File: src/rtl/irq_qual.sv
module irq_qual #(
  parameter int MAX_TRIES   = 8,
  parameter int SYNC_STAGES = 2
) (
  input  logic clk,
  input  logic rst_n,
  input  logic irq_raw,
  input  logic edge_evt,
  output logic irq_fwd,
  output logic drop_evt
);

  localparam int TW = (MAX_TRIES > 1) ? $clog2(MAX_TRIES) : 1;
  localparam logic [TW-1:0] LAST_TRY = TW'(MAX_TRIES - 1);

  typedef enum logic [1:0] {ST_IDLE, ST_FIRST, ST_SECOND} st_e;

  st_e                    st_q, st_d;
  logic [SYNC_STAGES-1:0] sync_q;
  logic [TW-1:0]          tries_q, tries_d;
  logic                   line_q, first_q, busy;
  logic                   in_second, agree, differ, last_try;

  always_ff @(posedge clk) begin
    if (!rst_n) sync_q <= '0;
    else        sync_q <= {sync_q[SYNC_STAGES-2:0], irq_raw};
  end

  assign line_q    = sync_q[SYNC_STAGES-1];
  assign busy      = (st_q != ST_IDLE);
  assign in_second = (st_q == ST_SECOND);
  assign agree     = in_second && (line_q == first_q);
  assign differ    = in_second && (line_q != first_q);
  assign last_try  = (tries_q == LAST_TRY);

  assign irq_fwd  = agree && line_q;
  assign drop_evt = (agree && !line_q) || (differ && last_try);

  always_comb begin
    st_d    = st_q;
    tries_d = tries_q;
    case (st_q)
      ST_IDLE: begin
        tries_d = '0;
        if (edge_evt) st_d = ST_FIRST;
      end
      ST_FIRST: st_d = ST_SECOND;
      ST_SECOND: begin
        if (agree || last_try) begin
          st_d    = ST_IDLE;
          tries_d = '0;
        end else begin
          st_d    = ST_FIRST;
          tries_d = tries_q + 1'b1;
        end
      end
      default: st_d = ST_IDLE;
    endcase
  end

  always_ff @(posedge clk) begin
    if (!rst_n) begin
      st_q    <= ST_IDLE;
      tries_q <= '0;
      first_q <= 1'b0;
    end else begin
      st_q    <= st_d;
      tries_q <= tries_d;
      if (st_q == ST_FIRST) first_q <= line_q;
    end
  end

endmodule

File: config.mk
export PLATFORM = sky130hd
export DESIGN_NAME = irq_qual
export DESIGN_NICKNAME = d
export VERILOG_FILES = /design/src/rtl/irq_qual.sv
export SDC_FILE = /design/constraint.sdc
export NUM_CORES = 1
export LEC_CHECK = 0
export BUFFER_PORTS_ARGS = -buffer_cell sky130_fd_sc_hd__buf_2
export CAP_MARGIN = 25
export CORE_AREA = 8 8 45 47
export CTS_BUF_LIST = sky130_fd_sc_hd__clkbuf_8 sky130_fd_sc_hd__clkbuf_16
export CTS_CLUSTER_DIAMETER = 30
export DETAILED_ROUTE_END_ITERATION = 10
export DIE_AREA = 0 0 53 55
export GPL_TIMING_DRIVEN = 0
export PLACE_DENSITY = 0.42
export SETUP_SLACK_MARGIN = 0.3
export SYNTH_ARGS = -nofsm -noshare
export SYNTH_HDL_FRONTEND = slang
export SYNTH_SLANG_ARGS = --single-unit
File: constraint.sdc
create_clock -name clk -period 1.4 [get_ports clk]
set_clock_uncertainty 0.2 [all_clocks]
set_input_delay 0.21 -clock clk [delete_from_list [all_inputs] [get_ports clk]]
set_output_delay 0.21 -clock clk [all_outputs]
set_load 0.05 [all_outputs]
==> impl.org, run 1 <==
** Outcome
- Status :: finished, violations left
- Violated checks :: negative setup slack

** Timing
- Headroom to the max-slew limit came out at between 70% and 80%.
- Setup repair after global routing missed its margin :: true
- The routed design could run at a clock period as short as between 1.5 and 2 ns.
- Timing would allow up to roughly 620 MHz.
- Final critical-path share of the clock period :: 114%
- Adding up every negative setup slack in the final design gives -0.467 ns.
- Tightest Pin Transition :: just over 0.3 ns
- Final Hold Fails :: 0
- Final-report setup violation count :: 4
- Once routing completed, OpenROAD measured the worst setup slack at -0.202 ns.
- Max-slew violation total from the final report :: 0

** Critical path
- Worst flop-to-flop path startpoint :: tries_q[0]$_SDFFE_PN0P_
- The cell that appears most often on the critical path is sky130_fd_sc_hd__ha_4.
- Worst-path maximum fanout :: 2
- At the worst endpoint, the required time is between 0.9 and 1 ns.
- STA puts the critical path data arrival time at between 1 and 1.5 ns.
- Type of element launching the critical path :: register
- Crit-path cells :: ha_4 -> ha_4 -> a21oi_4 -> nor2_4 -> buf_6
- Type of destination of the critical path :: output pin
- Largest incremental delay on the critical path :: about 0.33 ns
- Measured in cells, the most critical reg-to-reg path has a length of 5.
- The worst setup path is of the reg2out kind.
- For flop-to-flop paths, the worst setup slack is -0.09 ns.
- The endpoint identified for the worst register-to-register timing path is tries_q[1]$_SDFFE_PN0P_.
- Library cell contributing the largest single delay on the critical path :: sky130_fd_sc_hd__dfxtp_2

** Synthesis
- In the post-synthesis netlist, the biggest area contributors are sky130_fd_sc_hd__dfxtp_1, sky130_fd_sc_hd__ha_1, sky130_fd_sc_hd__nor4b_4.
- Average cell area after synthesis :: 10.4 µm²
- Yosys printed 0 warnings.
- Count leader, synth :: sky130_fd_sc_hd__dfxtp_1
- Counting every net in the synthesized netlist gives 39.
- Yosys mapped the design onto 16 distinct sky130hd cell types.
- Compound-gate portion of the synthesized area :: between 8 and 9%
- Largest area contributor in the synthesized netlist :: sky130_fd_sc_hd__dfxtp_1
- Dominant combinational cell family by area after synthesis :: simple AND/OR/NAND/NOR gates
- Adder-Cell Fraction of Synth Area :: approximately 7.3%
- Of the synthesized area, sequential elements account for between 40% and 50%.
- Most numerous cell types in the synthesized netlist :: sky130_fd_sc_hd__dfxtp_1, sky130_fd_sc_hd__nor2_1, sky130_fd_sc_hd__and2_1
- Count of flip-flops with a built-in enable after synthesis :: 0
- Main flop type after synthesis :: sky130_fd_sc_hd__dfxtp_1
- Share of synthesized registers carrying an async set or reset :: 0%
- In the synthesized netlist, the number of instances is 33.
- The synthesized netlist occupies a cell area of between 300 and 400 µm².
- In the synthesized netlist, mux cells make up under 10% of the area.
- Of the total synthesized cell area, the portion taken by AND, OR, NAND and NOR gates is a little over a quarter.
- Synth Register Bits :: 8
- Share of the synthesized area in the top cell type :: around 47%
- Share of the synthesized netlist area taken by xor and xnor gates :: 2.55%

** Final layout
- Share of the core filled with cells in the final layout :: between 40% and 50%
- Area of the multi-input gates :: roughly 260 µm²
- The layout has between 100 and 150 filler cells.
- Post-route cell area :: 584 µm²
- Synth-to-Final Area Change :: 70.4%
- Nets :: 54
- Of the cells placed in the final design, the portion with a size suffix greater than 1 is 63.0%.
- 0 antenna diodes ended up in the layout.
- Post-Layout Cell Count :: slightly above 60
- The sequential cells in the finished layout cover a total of about 170 µm².

** Clock tree
- TritonCTS created 3 clock buffers.
- Sink Count :: 8
- Counting along the longest clock path gives a buffer depth of 2.
- The later pin in the worst-skew pair is clocked with a latency of about 0.22 ns.
- Register clock-pin slew on the reported worst setup and hold paths :: 0.04 ns
- TritonCTS built the clock tree.
- In this run the clock root is driven by a sky130_fd_sc_hd__clkbuf_8.
- CTS built an H-tree with a depth of 1.

** Placed design
- Gpl congestion :: roughly 0.7
- Half-perimeter wire length after detailed placement :: between 400 and 500 µm
- Number of placed cells counting well taps :: 54
- IO buf count :: 5
- Placement Cell Area :: ~450 µm²

** Detailed routing
- Summed over all layers, the routed wires come to between 700 and 800 µm.
- Using the TritonRoute via totals, the vias-per-cell ratio works out to roughly 4.4.
- The detailed router placed around 270 vias in this run.
- Iteration-0 DRC count of the detailed router :: 3
- Before antenna repair, the detailed router went through 3 iterations.
- The detail route stage leaves a number of antenna-violating nets equal to 0.
- Count of unresolved DRC violations after routing :: 0
- After detailed routing, the average wire length per cell comes to 11.4 µm.

** Global route
- The initial antenna violation count was 0.
- Pin count of the biggest net entering global routing :: 6
- Overflow left after global routing :: 0
- The number of global-route vias before repair is 281.
- Global routing used under 10% of the available tracks across all layers.
- Global-route wire length before repair :: 1.17 mm

** Floorplanning
- Top-level I/O count :: 6
- Die outline width :: roughly 53 µm
- The floorplan has 14 rows.
- The initial utilization of the core area, before any placement, comes to between 20 and 25%.
- The region available for standard cell placement spans about 1400 µm².
- Measured along the y axis, the die boundary spans around 55 µm.
- The die covers slightly below 3000 µm².

** Pwr
- Dividing total power by cell area gives a power density of about 960 nW/µm².
- VDD sags by at most 703 µV.
- The analysis attributes to cell leakage a power of ~0.00024 µW.
- Final total power :: about 560 µW

** Job
- Maxcap violations :: 0

** Worst hold path
- The path with the worst hold slack has its endpoint at sync_q[0]$_SDFF_PN0_.
- Number of instances on the worst hold path :: 2
- Worst min-delay path startpoint :: rst_n
- Tightest Hold Check Type :: in2reg
[routing by layer]
layer  GRT usage, %  part of all wire [%]  wire length (µm)
met1           5.67                    49               348
met2           8.98                    43               303
met3           3.21                   6.8                48
met4           3.88                   1.1                 8
met5              0                     0                 0
[logic make-up (layout without fill, tap and decap cells)]
| family | after synthesis | after routing |
|---|---|---|
| AND/OR/NAND/NOR | 14 | 14 |
| flip-flops | 8 | 8 |
| AO/OA/AOI/OAI | 4 | 4 |
| adder cells (fa/ha/maj) | 2 | 2 |
| multiplexers | 2 | 2 |
| buffers and inverters | 2 | 15 |
| XOR/XNOR | 1 | 1 |
[flip-flops by register name, indices dropped and copies added (netlist names)]
register and count:
first_q 1, tries_q 3, sync_q 2, st_q 2
[placed cells by master (no fill, tap or decap)]
cell type and instances:
sky130_fd_sc_hd__nor2b_1 2, sky130_fd_sc_hd__a22o_1 2, sky130_fd_sc_hd__nand2_4 1, sky130_fd_sc_hd__dfxtp_2 5, sky130_fd_sc_hd__xor2_1 1, sky130_fd_sc_hd__clkbuf_8 3, sky130_fd_sc_hd__buf_6 1, sky130_fd_sc_hd__buf_2 3
sky130_fd_sc_hd__buf_8 1, sky130_fd_sc_hd__a21oi_4 1, sky130_fd_sc_hd__mux2i_1 1, sky130_fd_sc_hd__a31oi_4 1, sky130_fd_sc_hd__nor2_1 2, sky130_fd_sc_hd__mux2_1 1, sky130_fd_sc_hd__nor4b_4 1, sky130_fd_sc_hd__buf_4 4
sky130_fd_sc_hd__nor3_2 1, sky130_fd_sc_hd__dfxtp_4 1, sky130_fd_sc_hd__dfxtp_1 2, sky130_fd_sc_hd__and2_1 3, sky130_fd_sc_hd__dlygate4sd3_1 1, sky130_fd_sc_hd__nand2b_1 1, sky130_fd_sc_hd__ha_4 2, sky130_fd_sc_hd__nor2_4 2
sky130_fd_sc_hd__inv_1 1, sky130_fd_sc_hd__nand2b_4 1, sky130_fd_sc_hd__inv_4 1
[critical path: cells and delay by family, from the launching register on]
kind,cells,cell delay [ns]
compound gates,1,0.14
fa+ha+maj,2,0.32
buf+inv,1,0.14
flops,1,0.33
simple gates,1,0.04
[what timing repair did]
| item | CTS | global route |
|---|---|---|
| pin swaps | 5 | 2 |
| setup buffers | 3 | 1 |
| endpoints found under the setup margin | 7 | 6 |
| endpoints found under the hold margin | 1 | 0 |
| hold buffers | 1 | 0 |
| gates resized for setup | 8 | 7 |
[worst max-delay path by stage]
stage	start	end	slack (ns)	depth (start not counted)
after global routing	tries_q[0]$_SDFFE_PN0P_	drop_evt	-0.23	5
after detailed placement	tries_q[1]$_SDFFE_PN0P_	drop_evt	-0.07	5
after global placement	tries_q[1]$_SDFFE_PN0P_	drop_evt	-0.06	5
after floorplan	tries_q[1]$_SDFFE_PN0P_	drop_evt	0.02	4
final	tries_q[0]$_SDFFE_PN0P_	drop_evt	-0.20	5
after CTS	tries_q[0]$_SDFFE_PN0P_	drop_evt	-0.23	5
[power breakdown]
group	leakage (µW)	switching, µW	internal [µW]
Combinational	0.000154	23.3	25.2
Sequential	0.0000682	8.07	235
Clock	0.0000216	81.7	185
Total	0.000244	113	446
[metrics by stage]
stage	hold slack, ns	worst slack, ns
after global placement	0.219	-0.0596
after floorplan	0.132	0.0207
final	0.0302	-0.202
after CTS	0.0300	-0.234
after detailed placement	0.224	-0.0695
after global routing	0.0466	-0.226
[final cells by class]
class / count / share of cell area [%]
Multi-Input combinational cell: 23 / 44.8
Sequential cell: 8 / 29.1
Timing Repair Buffer: 10 / 13.9
Clock buffer: 3 / 7.07
Tap cell: 16 / 3.43
Inverter: 2 / 1.71
Power figures use the tool's default switching activity.
==> run 2: changes to the inputs <==
PLACE_DENSITY = 0.41   (was 0.42)
==> impl.org, run 2 (same netlist as run 1, synthesis figures left out) <==
** Detailed routing
- The routed wirelength normalized by instance count was 11.4 µm (about the same).
- The detail-routed via count per cell is 4.43 (+0.21%).
- The number of nets with antenna violations after routing was 0 (unchanged).
- The first-pass detailed-route iteration total was 3 (unchanged).
- The iteration-0 DRC count of the detailed router came to 2 (-1).
- Total number of vias :: 279 (+1.8%)
- Total length of routed wires :: 721 µm (+1.7%)
- Count of unresolved DRC violations after routing :: 0 (unchanged)

** Global route
- All-layer global routing usage :: 6.23% (+0.53 points)
- Global-route wire length before repair :: 1.25 mm (+7.0%)
- Number of global-route vias before repair :: 297 (+5.7%)
- The initial antenna violation count is 0 (unchanged).
- The aggregate global routing overflow is 0 (unchanged).
- Pin count of the biggest net entering global routing :: 6 (unchanged)

** Timing
- The number of hold violations in the final report was 0 (unchanged).
- Final critical-path share of the clock period :: 116% (+1.4 points)
- Setup repair after global routing could not meet its margin everywhere.
- Slew Limit Headroom :: 82.3% (+2.5 points)
- Peak clock frequency supported by timing :: 617 MHz (-1.2%)
- Max-slew violation total from the final report :: 0 (unchanged)
- Final hold slack :: 0.0398 ns (+0.00963 ns)
- The final critical-path setup slack came to -0.221 ns (-0.0190 ns).
- Min Clock Period, post-route :: 1.62 ns (+0.0190 ns)
- The number of setup violations in the final report was 4 (unchanged).
- Tightest Pin Transition :: 0.264 ns (-0.0376 ns)

** Critical path
- For this design, the slowest cell found on the critical path is sky130_fd_sc_hd__dfxtp_2.
- Worst flop-to-flop path startpoint :: tries_q[1]$_SDFFE_PN0P_
- The endpoint identified for the worst register-to-register timing path is tries_q[0]$_SDFFE_PN0P_.
- Largest incremental delay on the critical path :: 0.33 ns (about the same)
- Among the stages of the critical path, the cell type that occurs most often is sky130_fd_sc_hd__ha_4.
- The length in cells of the worst reg-to-reg path was 5 (unchanged).
- The maximum fanout count along the critical path was 2 (unchanged).
- The critical path arrival was 1.21 ns (+0.02 ns).
- STA classifies the critical path endpoint as an output pin.
- CP required :: 0.99 ns (about the same)
- Crit path kind :: reg2out
- R2R setup slack :: -0.16 ns (-0.07 ns)
- The critical path goes through ha_4 -> ha_4 -> a21oi_4 -> nor2_4 -> buf_6.
- Type of element launching the critical path :: register

** Final layout
- The library cell used most frequently in the layout, excluding fill and tap cells, is sky130_fd_sc_hd__buf_4.
- Number of flip-flops under the largest register name :: 3 (unchanged)
- Largest registers in the final layout :: tries_q (3), st_q (2), sync_q (2)
- The number of cells in the finished layout apart from fillers is 63 (+1.6%).
- The fraction of final layout cells with drive strength greater than 1 came to 59.6% (-3.5 points).
- Nets :: 55 (+1.9%)
- tries_q holds more flip-flops than any other register.
- Diodes inserted :: 0 (unchanged)
- Synth-to-Final Area Change :: 65.0%
- Highest-count cells in the layout ignoring fill and taps :: sky130_fd_sc_hd__buf_4, sky130_fd_sc_hd__dfxtp_2, sky130_fd_sc_hd__clkbuf_8, sky130_fd_sc_hd__buf_2

** Clock tree
- Register clock-pin slew on the reported worst setup and hold paths :: 0.04 ns (about the same)
- Root Buffer Master :: sky130_fd_sc_hd__clkbuf_8
- CTS tree :: built
- Number of levels in the clock H-tree :: 1 (unchanged)
- CTS Buf Count :: 3 (unchanged)
- Sink Count :: 8 (unchanged)
- The number of buffers on the longest clock path is 2 (unchanged).
- The worst-skew pair later-pin latency was 0.23 ns (about the same).

** Floorplanning
- The die extent in y came to 55 µm (unchanged).
- The full die area was 2920 µm² (unchanged).
- Starting density of the core :: 24.8% (unchanged)
- The floorplan core area was 1380 µm² (unchanged).
- The number of top-level design ports came to 6 (unchanged).
- The die outline width came to 53 µm (unchanged).
- Floorplan row count :: 14 (unchanged)

** Placed design
- The placed wire-length estimate after detailed placement was 497 µm (+0.79%).
- Worst slack after detailed placement :: -0.0727 ns (-0.00321 ns)
- The number of buffers inserted by port buffering is 5 (unchanged).
- Gpl congestion :: 0.621 (-8.7%)
- The number of cells after detailed placement was 54 (unchanged).

** Pwr
- The clock network fraction of design power came to 48.9% (+1.1 points).
- Internal power consumption :: 449 µW (+0.65%)
- The power dissipated by switching net loads was 122 µW (+7.5%).
- Static leakage :: 0.000233 µW (-4.2%)
- Switch share :: 21.3% (+1.1 points)
- The power density over cell area is 1010 nW/µm² (+5.4%).
- Worst vdd rail ir drop :: 657 µV (-6.6%)
- Sequential cell fraction of total power :: 41.9% (-1.6 points)
- Combinational cell fraction of total power :: 9.1% (+0.4 points)

** Worst hold path
- The worst hold path cell count is 2 (unchanged).
- Worst min-delay path startpoint :: rst_n
- Tightest Hold Check Type :: in2reg
- The path with the worst hold slack has its endpoint at sync_q[1]$_SDFF_PN0_.

** Outcome
- Violated checks :: negative setup slack
- The flow ran to the end, but the final reports show violations.

** Job
- Maxcap violations :: 0 (unchanged)
-- run 2: cell type report --
cell class	count	area, µm²
clock buffers	3	41.3
fillers	132	818
inverters	2	7.51
multi-input cells	23	239
flip-flops and latches	8	173
well taps	16	20.0
repair buffers	11	85.1
-- run 2: worst max-delay path: cells and delay by family (launching register included) --
| kind | cells | cell delay [ns] |
|---|---|---|
| flip-flops | 1 | 0.33 |
| adder cells (fa/ha/maj) | 2 | 0.33 |
| AO/OA/AOI/OAI | 1 | 0.14 |
| buffers and inverters | 1 | 0.14 |
| AND/OR/NAND/NOR | 1 | 0.04 |
-- run 2: routing by layer --
metal | part of all wire (%) | vias up | global-route usage (%)
li1 | - | 139 | -
met5 | 0 | - | 0
met3 | 7.2 | 2 | 4.01
met2 | 48 | 8 | 9.96
met1 | 43 | 130 | 5.48
met4 | 1.8 | 0 | 5.17
-- run 2: worst max path at each step --
stage               slack (ns)  cells past startpoint                     from  endpoint
floorplan                 0.02                      4  tries_q[1]$_SDFFE_PN0P_  drop_evt
global placement         -0.06                      5  tries_q[1]$_SDFFE_PN0P_  drop_evt
detailed placement       -0.07                      5  tries_q[1]$_SDFFE_PN0P_  drop_evt
CTS                      -0.26                      5  tries_q[1]$_SDFFE_PN0P_  drop_evt
global route             -0.27                      5  tries_q[1]$_SDFFE_PN0P_  drop_evt
finish                   -0.22                      5  tries_q[1]$_SDFFE_PN0P_  drop_evt
-- run 2: stage by stage --
step           cell area [µm²]  power, µW  util, %  setup TNS, ns
3_3_place_gp               453        282     32.7        -0.0648
4_1_cts                    536        583     38.7         -0.782
2_1_floorplan              408        273        -              0
3_5_place_dp               453        283     32.7        -0.0727
6_report                   566        571     40.9         -0.703
5_1_grt                    566        602     40.9         -0.873
-- run 2: timing repair --
item                                    CTS  global route
endpoints found under the hold margin     1             0
setup buffers                             2             3
hold buffers                              1             0
pin swaps                                 6             3
resized for setup                         7             3
endpoints found under the setup margin    7             8
-- run 2: power groups by stage --
stage          sequential (µW)  clock (µW)  combinational [µW]
2_1_floorplan              244           0                28.6
3_3_place_gp               246           0                36.5
3_5_place_dp               246           0                37.2
4_1_cts                    242         296                44.8
5_1_grt                    240         306                56.3
6_report                   239         279                52.0
